--- src/rtl/irq_pkg.sv ---
package irq_pkg;
    localparam int DW         = 16;
    localparam int NSRC       = 14;
    localparam int LVLW       = 3;
    localparam int NLVL       = 6;
    localparam int MODE_BIT   = 15;
    localparam int MASTER_BIT = 14;
    localparam logic [DW-1:0] EN_KEEP  = 16'h7FFF;
    localparam logic [DW-1:0] REQ_KEEP = 16'h3FFF;

    typedef enum logic [1:0] {
        A_EN_WR  = 2'd0,
        A_REQ_WR = 2'd1,
        A_EN_RD  = 2'd2,
        A_REQ_RD = 2'd3
    } addr_e;

    typedef struct packed {
        logic [DW-1:0]   en;
        logic [DW-1:0]   req;
        logic [LVLW-1:0] lvl;
    } state_t;

    function automatic int src_level(input int i);
        if (i < 3)       return 1;
        else if (i < 4)  return 2;
        else if (i < 7)  return 3;
        else if (i < 11) return 4;
        else if (i < 13) return 5;
        else             return 6;
    endfunction

    function automatic logic [NSRC-1:0] level_mask(input int lv);
        logic [NSRC-1:0] m;
        m = '0;
        for (int i = 0; i < NSRC; i++)
            if (src_level(i) == lv) m[i] = 1'b1;
        return m;
    endfunction
endpackage

--- src/rtl/irq_setclr_next.sv ---
module irq_setclr_next #(
    parameter int W = 16,
    parameter logic [W-1:0] KEEP = '1
) (
    input  logic [W-1:0] cur,
    input  logic         wr,
    input  logic [W-1:0] wdata,
    input  logic [W-1:0] hw_set,
    output logic [W-1:0] nxt
);
    logic [W-1:0] sel;
    logic [W-1:0] after_wr;

    always_comb begin
        sel      = wdata & KEEP;
        after_wr = cur;
        if (wr) begin
            if (wdata[W-1]) after_wr = cur | sel;
            else            after_wr = cur & ~sel;
        end
        // hardware set applied last: a same-cycle clear never loses an event
        nxt = (after_wr | hw_set) & KEEP;
    end
endmodule

--- src/rtl/irq_prio_enc.sv ---
module irq_prio_enc
    import irq_pkg::*;
(
    input  logic [NSRC-1:0] active,
    output logic [LVLW-1:0] level
);
    logic [NLVL:1] hit;

    for (genvar lv = 1; lv <= NLVL; lv++) begin : g_lvl
        localparam logic [NSRC-1:0] MASK = level_mask(lv);
        assign hit[lv] = |(active & MASK);
    end

    always_comb begin
        level = '0;
        for (int lv = 1; lv <= NLVL; lv++)
            if (hit[lv]) level = LVLW'(lv);
    end
endmodule

--- src/rtl/irq_level_ctrl.sv ---
module irq_level_ctrl
    import irq_pkg::*;
(
    input  logic            clk,
    input  logic            rst_n,
    input  logic            wr_en,
    input  logic            rd_en,
    input  logic [1:0]      addr,
    input  logic [DW-1:0]   wdata,
    output logic [DW-1:0]   rdata,
    input  logic [NSRC-1:0] src_pulse,
    output logic [LVLW-1:0] irq_level
);
    state_t state_d, state_q;

    logic            wr_en_reg, wr_req_reg;
    logic [DW-1:0]   en_nxt, req_nxt;
    logic [DW-1:0]   hw_req;
    logic [LVLW-1:0] enc_lvl;

    assign wr_en_reg  = wr_en && (addr == A_EN_WR);
    assign wr_req_reg = wr_en && (addr == A_REQ_WR);
    assign hw_req     = {{(DW-NSRC){1'b0}}, src_pulse};

    irq_setclr_next #(.W(DW), .KEEP(EN_KEEP)) u_en_next (
        .cur(state_q.en), .wr(wr_en_reg), .wdata(wdata),
        .hw_set('0), .nxt(en_nxt)
    );

    irq_setclr_next #(.W(DW), .KEEP(REQ_KEEP)) u_req_next (
        .cur(state_q.req), .wr(wr_req_reg), .wdata(wdata),
        .hw_set(hw_req), .nxt(req_nxt)
    );

    irq_prio_enc u_enc (
        .active(state_q.req[NSRC-1:0] & state_q.en[NSRC-1:0]),
        .level (enc_lvl)
    );

    always_comb begin
        state_d     = state_q;
        state_d.en  = en_nxt;
        state_d.req = req_nxt;
        state_d.lvl = state_q.en[MASTER_BIT] ? enc_lvl : '0;
    end

    always_ff @(posedge clk or negedge rst_n) begin
        if (!rst_n) state_q <= '0;
        else        state_q <= state_d;
    end

    always_comb begin
        rdata = '0;
        if (rd_en) begin
            unique case (addr)
                A_EN_RD:  rdata = state_q.en;
                A_REQ_RD: rdata = state_q.req;
                default:  rdata = '0;
            endcase
        end
    end

    assign irq_level = state_q.lvl;

    // ---------------- assertions ----------------
    logic [DW-1:0] sw_clr_bits;
    assign sw_clr_bits = (wr_en && addr == A_REQ_WR && !wdata[MODE_BIT]) ? wdata : '0;

    assert_reset_state_R1: assert property (@(posedge clk) disable iff (!rst_n)
        $rose(rst_n) |-> (state_q.en == '0 && state_q.req == '0 && irq_level == '0));

    assert_status_rsvd_R4: assert property (@(posedge clk) disable iff (!rst_n)
        (rd_en && addr == A_REQ_RD) |-> (rdata[15:14] == 2'b00));

    assert_hw_pulse_lands_R6: assert property (@(posedge clk) disable iff (!rst_n)
        (|src_pulse) |=> ((state_q.req[NSRC-1:0] & $past(src_pulse)) == $past(src_pulse)));

    assert_req_sticky_R7: assert property (@(posedge clk) disable iff (!rst_n)
        (state_q.req != '0) |=>
        ((state_q.req & $past(state_q.req & ~sw_clr_bits)) == $past(state_q.req & ~sw_clr_bits)));

    assert_master_gate_R8: assert property (@(posedge clk) disable iff (!rst_n)
        (irq_level != '0) |-> $past(state_q.en[MASTER_BIT]));

    assert_level_range_R9: assert property (@(posedge clk) disable iff (!rst_n)
        irq_level <= LVLW'(NLVL));
endmodule

--- config.mk ---
export PLATFORM = sky130hd
export DESIGN_NAME = irq_level_ctrl
export DESIGN_NICKNAME = d
export VERILOG_FILES = /design/src/rtl/irq_pkg.sv /design/src/rtl/irq_setclr_next.sv /design/src/rtl/irq_prio_enc.sv /design/src/rtl/irq_level_ctrl.sv
export SDC_FILE = /design/constraint.sdc
export NUM_CORES = 1
export LEC_CHECK = 0
export BUFFER_PORTS_ARGS = -buffer_cell sky130_fd_sc_hd__buf_4
export CORE_MARGIN = 5
export CORE_UTILIZATION = 45
export DETAILED_ROUTE_END_ITERATION = 10
export PLACE_DENSITY = 0.73
export SLEW_MARGIN = 20
export SYNTH_ARGS = -nofsm -noshare
export SYNTH_HDL_FRONTEND = slang
export SYNTH_SLANG_ARGS = --single-unit
--- constraint.sdc ---
create_clock -name clk -period 1.13 [get_ports clk]
set_input_delay 0.113 -clock clk [delete_from_list [all_inputs] [get_ports clk]]
set_output_delay 0.113 -clock clk [all_outputs]
set_load 0.1 [all_outputs]
==> impl_metrics.tcl <==
set metrics [dict create \
    status "finished with violations" \
    fin_cells 281 \
    crit_buf_inv 2 \
    async_flop_share 1.000 \
    avgRoutedWirePerCell_um 17.46 \
    ys_seq_area_frac 0.4501 \
    track_usage 0.2031 \
    remaining_drc_errors 0 \
    wl_mm 4.905 \
    violations "negative setup slack" \
    grt_pass1_vias 1707 \
    post-dp-hpwl_mm 3.312 \
    rr_endpoint "irq_level[0]$_DFF_PN0_" \
    skew_ps 3.134 \
    clock-sinks 32 \
    min_period_ps 1330 \
    yosysTopAreaCell "dfrtp_1" \
    rows 22 \
    rsz0062_at_grt "yes" \
    peakVddDrop_uv 923.5 \
    drv_slew 0 \
    crit_required_ps 1020 \
    cp_cell_sequence "buf_6 > mux2i_4 > nor2_4 > buf_12" \
    power.total_w 0.004198 \
    place_congestion 0.8400 \
    crit_arrival_ps 1220 \
    whs_ps 14.13 \
    grt_overflow 0 \
    setup_viol 18 \
    crit_cells 4 \
    numCtsBuffers 5 \
    drive_gt1_frac 0.6695 \
    cp_slowest_cell "dfrtp_1" \
    clockBufferDepth 2 \
    clkLatencyLatePin_ps 290 \
    finalCritPeriodShare 1.177 \
    syn_avg_cell_area_um2 11.63 \
    reg2regPathDepth 4 \
    worst_setup_path_start_kind "flip-flop" \
    drt-initial-drc-count 114 \
    finalWorstSetupSlack_ps -199.7 \
    port-buffer-count 53 \
    grt_max_degree 33 \
    final.setup.tns_ps -2472 \
    endpoint_kind "output pin" \
    yosysTopAreaCellShare 0.4501 \
    worstSetupPathType "flip-flop to output pin" \
    synthTopCellsByArea "dfrtp_1 (45%), a311o_1 (7.9%), mux2i_1 (7.9%), mux2_4 (6.8%), nand2_1 (3.8%)" \
    vias 1570 \
    final_cell_area_um2 2959 \
    die_h_um 72.88 \
    io_pins 55 \
    synthCells 153 \
    rrSetupSlack_ps -180 \
    endpoint "rdata[8]" \
    start_util 0.4753 \
    ys_types 29 \
    synth_edf_count 0 \
    first_pass_iters 4 \
    post_drt_via_cell_ratio 5.587 \
    hold_viol_final 0 \
    clk_pin_slew_worst_paths_ps 70 \
    r2r_start "state_q[4]$_DFF_PN0_" \
    p_per_area_nw_per_um2 1419 \
    yosys_warnings 0 \
    critical_path.max_fanout 2 \
    max_stage_delay_ps 400 \
    die_w_um 72.88 \
    ys_ff_latch 32 \
    place_area_um2 2421 \
    crit_family "flip-flops" \
    fillerInstances 228 \
    synthToLayoutAreaGrowth_pct 66.32 \
    synth_nets 189 \
    diodes 0 \
    ant_nets 0 \
    grt_pass1_wl_mm 8.169 \
    core_area_um2 3744 \
    min_path_type "input pin to flip-flop" \
    antenna_found_initial 0 \
    htree_levels 2 \
    clock-root-buffer "clkbuf_8" \
    syn_area_um2 1779 \
    dpl.cell_count 258 \
    finalNetCount 268 \
    max-cap-violations 0 \
    fmax_ghz 0.7521 \
    ys.flop_type "dfrtp_1" \
    tritoncts "done" \
    p_leak_nw 1.236 \
    dieArea_um2 5311 \
]
## kinds of logic (layout without fill, tap and decap cells)
family	Yosys count	after routing	share of synthesized area
AOI/OAI and AO/OA	40	40	0.2046
and+or+nand+nor	37	37	0.09212
DFF	32	32	0.4501
muxes	28	28	0.1842
buffers and inverters	15	95	0.06680
other	1	1	0.002108
## repair_timing
action	in CTS	in global routing
hold buffers	1	0
pin swaps	11	1
setup buffers	12	2
endpoints found under the hold margin	32	0
gates resized for setup	73	1
endpoints found under the setup margin	17	20
## power by group
part	internal (W)	leakage [nW]	switching, W
Clock	0.000486	0.0510	0.000456
Combinational	0.000842	0.838	0.000984
Sequential	0.00130	0.346	0.000125
Total	0.00263	1.24	0.00157
## metrics by stage
step	setup slack [ps]	utilization
finish	-199.7	0.7904
global route	-237.4	0.7904
CTS	-191.9	0.7854
detailed placement	-151.4	0.6467
global placement	-83.84	0.6467
floorplan	-177.4	-
## area by class of cell
cell class | count | area [um2] | share of cell area
inverter | 1 | 3.754 | 0.001268
tap | 48 | 60.06 | 0.02030
multi-input combinational | 106 | 1115 | 0.3767
timing repair buffer | 86 | 887.1 | 0.2998
clock buffer | 6 | 82.58 | 0.02791
clock inverter | 2 | 10.01 | 0.003383
sequential | 32 | 800.8 | 0.2706
## per-layer routing
layer  track usage  vias to the layer above  wire [um]
li1              -                      727          -
met1        0.2428                      771       1988
met2        0.3417                       60       2467
met3       0.05785                       12        334
met4       0.08402                        0        114
met5             0                        -          0
## worst min-delay path by stage
stage | from | to | cells after the start
2_1_floorplan | rst_n | asynchronous set/reset pin | 0
3_3_place_gp | rst_n | asynchronous set/reset pin | 1
3_5_place_dp | rst_n | state_q[6]$_DFF_PN0_ | 1
4_1_cts | src_pulse[10] | state_q[13]$_DFF_PN0_ | 2
5_1_grt | src_pulse[5] | state_q[8]$_DFF_PN0_ | 2
6_report | src_pulse[10] | state_q[13]$_DFF_PN0_ | 2
## cell usage after synthesis, types with 2 or more instances
| library cell | instances |
|---|---|
| a22oi_1 | 3 |
| clkbuf_1 | 4 |
| nor2_1 | 14 |
| a21oi_1 | 2 |
| dfrtp_1 | 32 |
| mux2_2 | 6 |
| mux2i_1 | 14 |
| a21boi_2 | 6 |
| buf_4 | 4 |
| a21boi_0 | 8 |
| a311o_1 | 14 |
| buf_6 | 4 |
| nand2_1 | 18 |
| a222oi_1 | 2 |
| mux2_4 | 8 |
## placed cells by master (no fill, tap or decap)
cell type and count:
buf_4 61, dfrtp_1 32, buf_12 17, a311o_1 14, nor2_4 14, nand2_2 9
nand2_1 9, a21boi_0 8, mux2i_2 8, mux2_4 8, buf_6 7, a21boi_2 6
mux2i_4 6, mux2_2 6, clkbuf_8 6, a22oi_1 2, a222oi_1 2, a21oi_1 2
clkinv_2 2, and3b_1 1, a22oi_2 1, nand3_1 1, and2_1 1, inv_2 1
a221oi_2 1, o211a_1 1, a211oi_1 1, a41oi_1 1, nor3_4 1, nor3b_4 1
a31o_2 1, conb_1 1, dlygate4sd3_1 1
## worst register-to-register path, cell delays in order, from the launching register on
cell and delay (ps):
dfrtp_1 390, buf_4 140, a222oi_1 420, o211a_1 200, a211oi_1 40
Power figures use the tool's default switching activity.
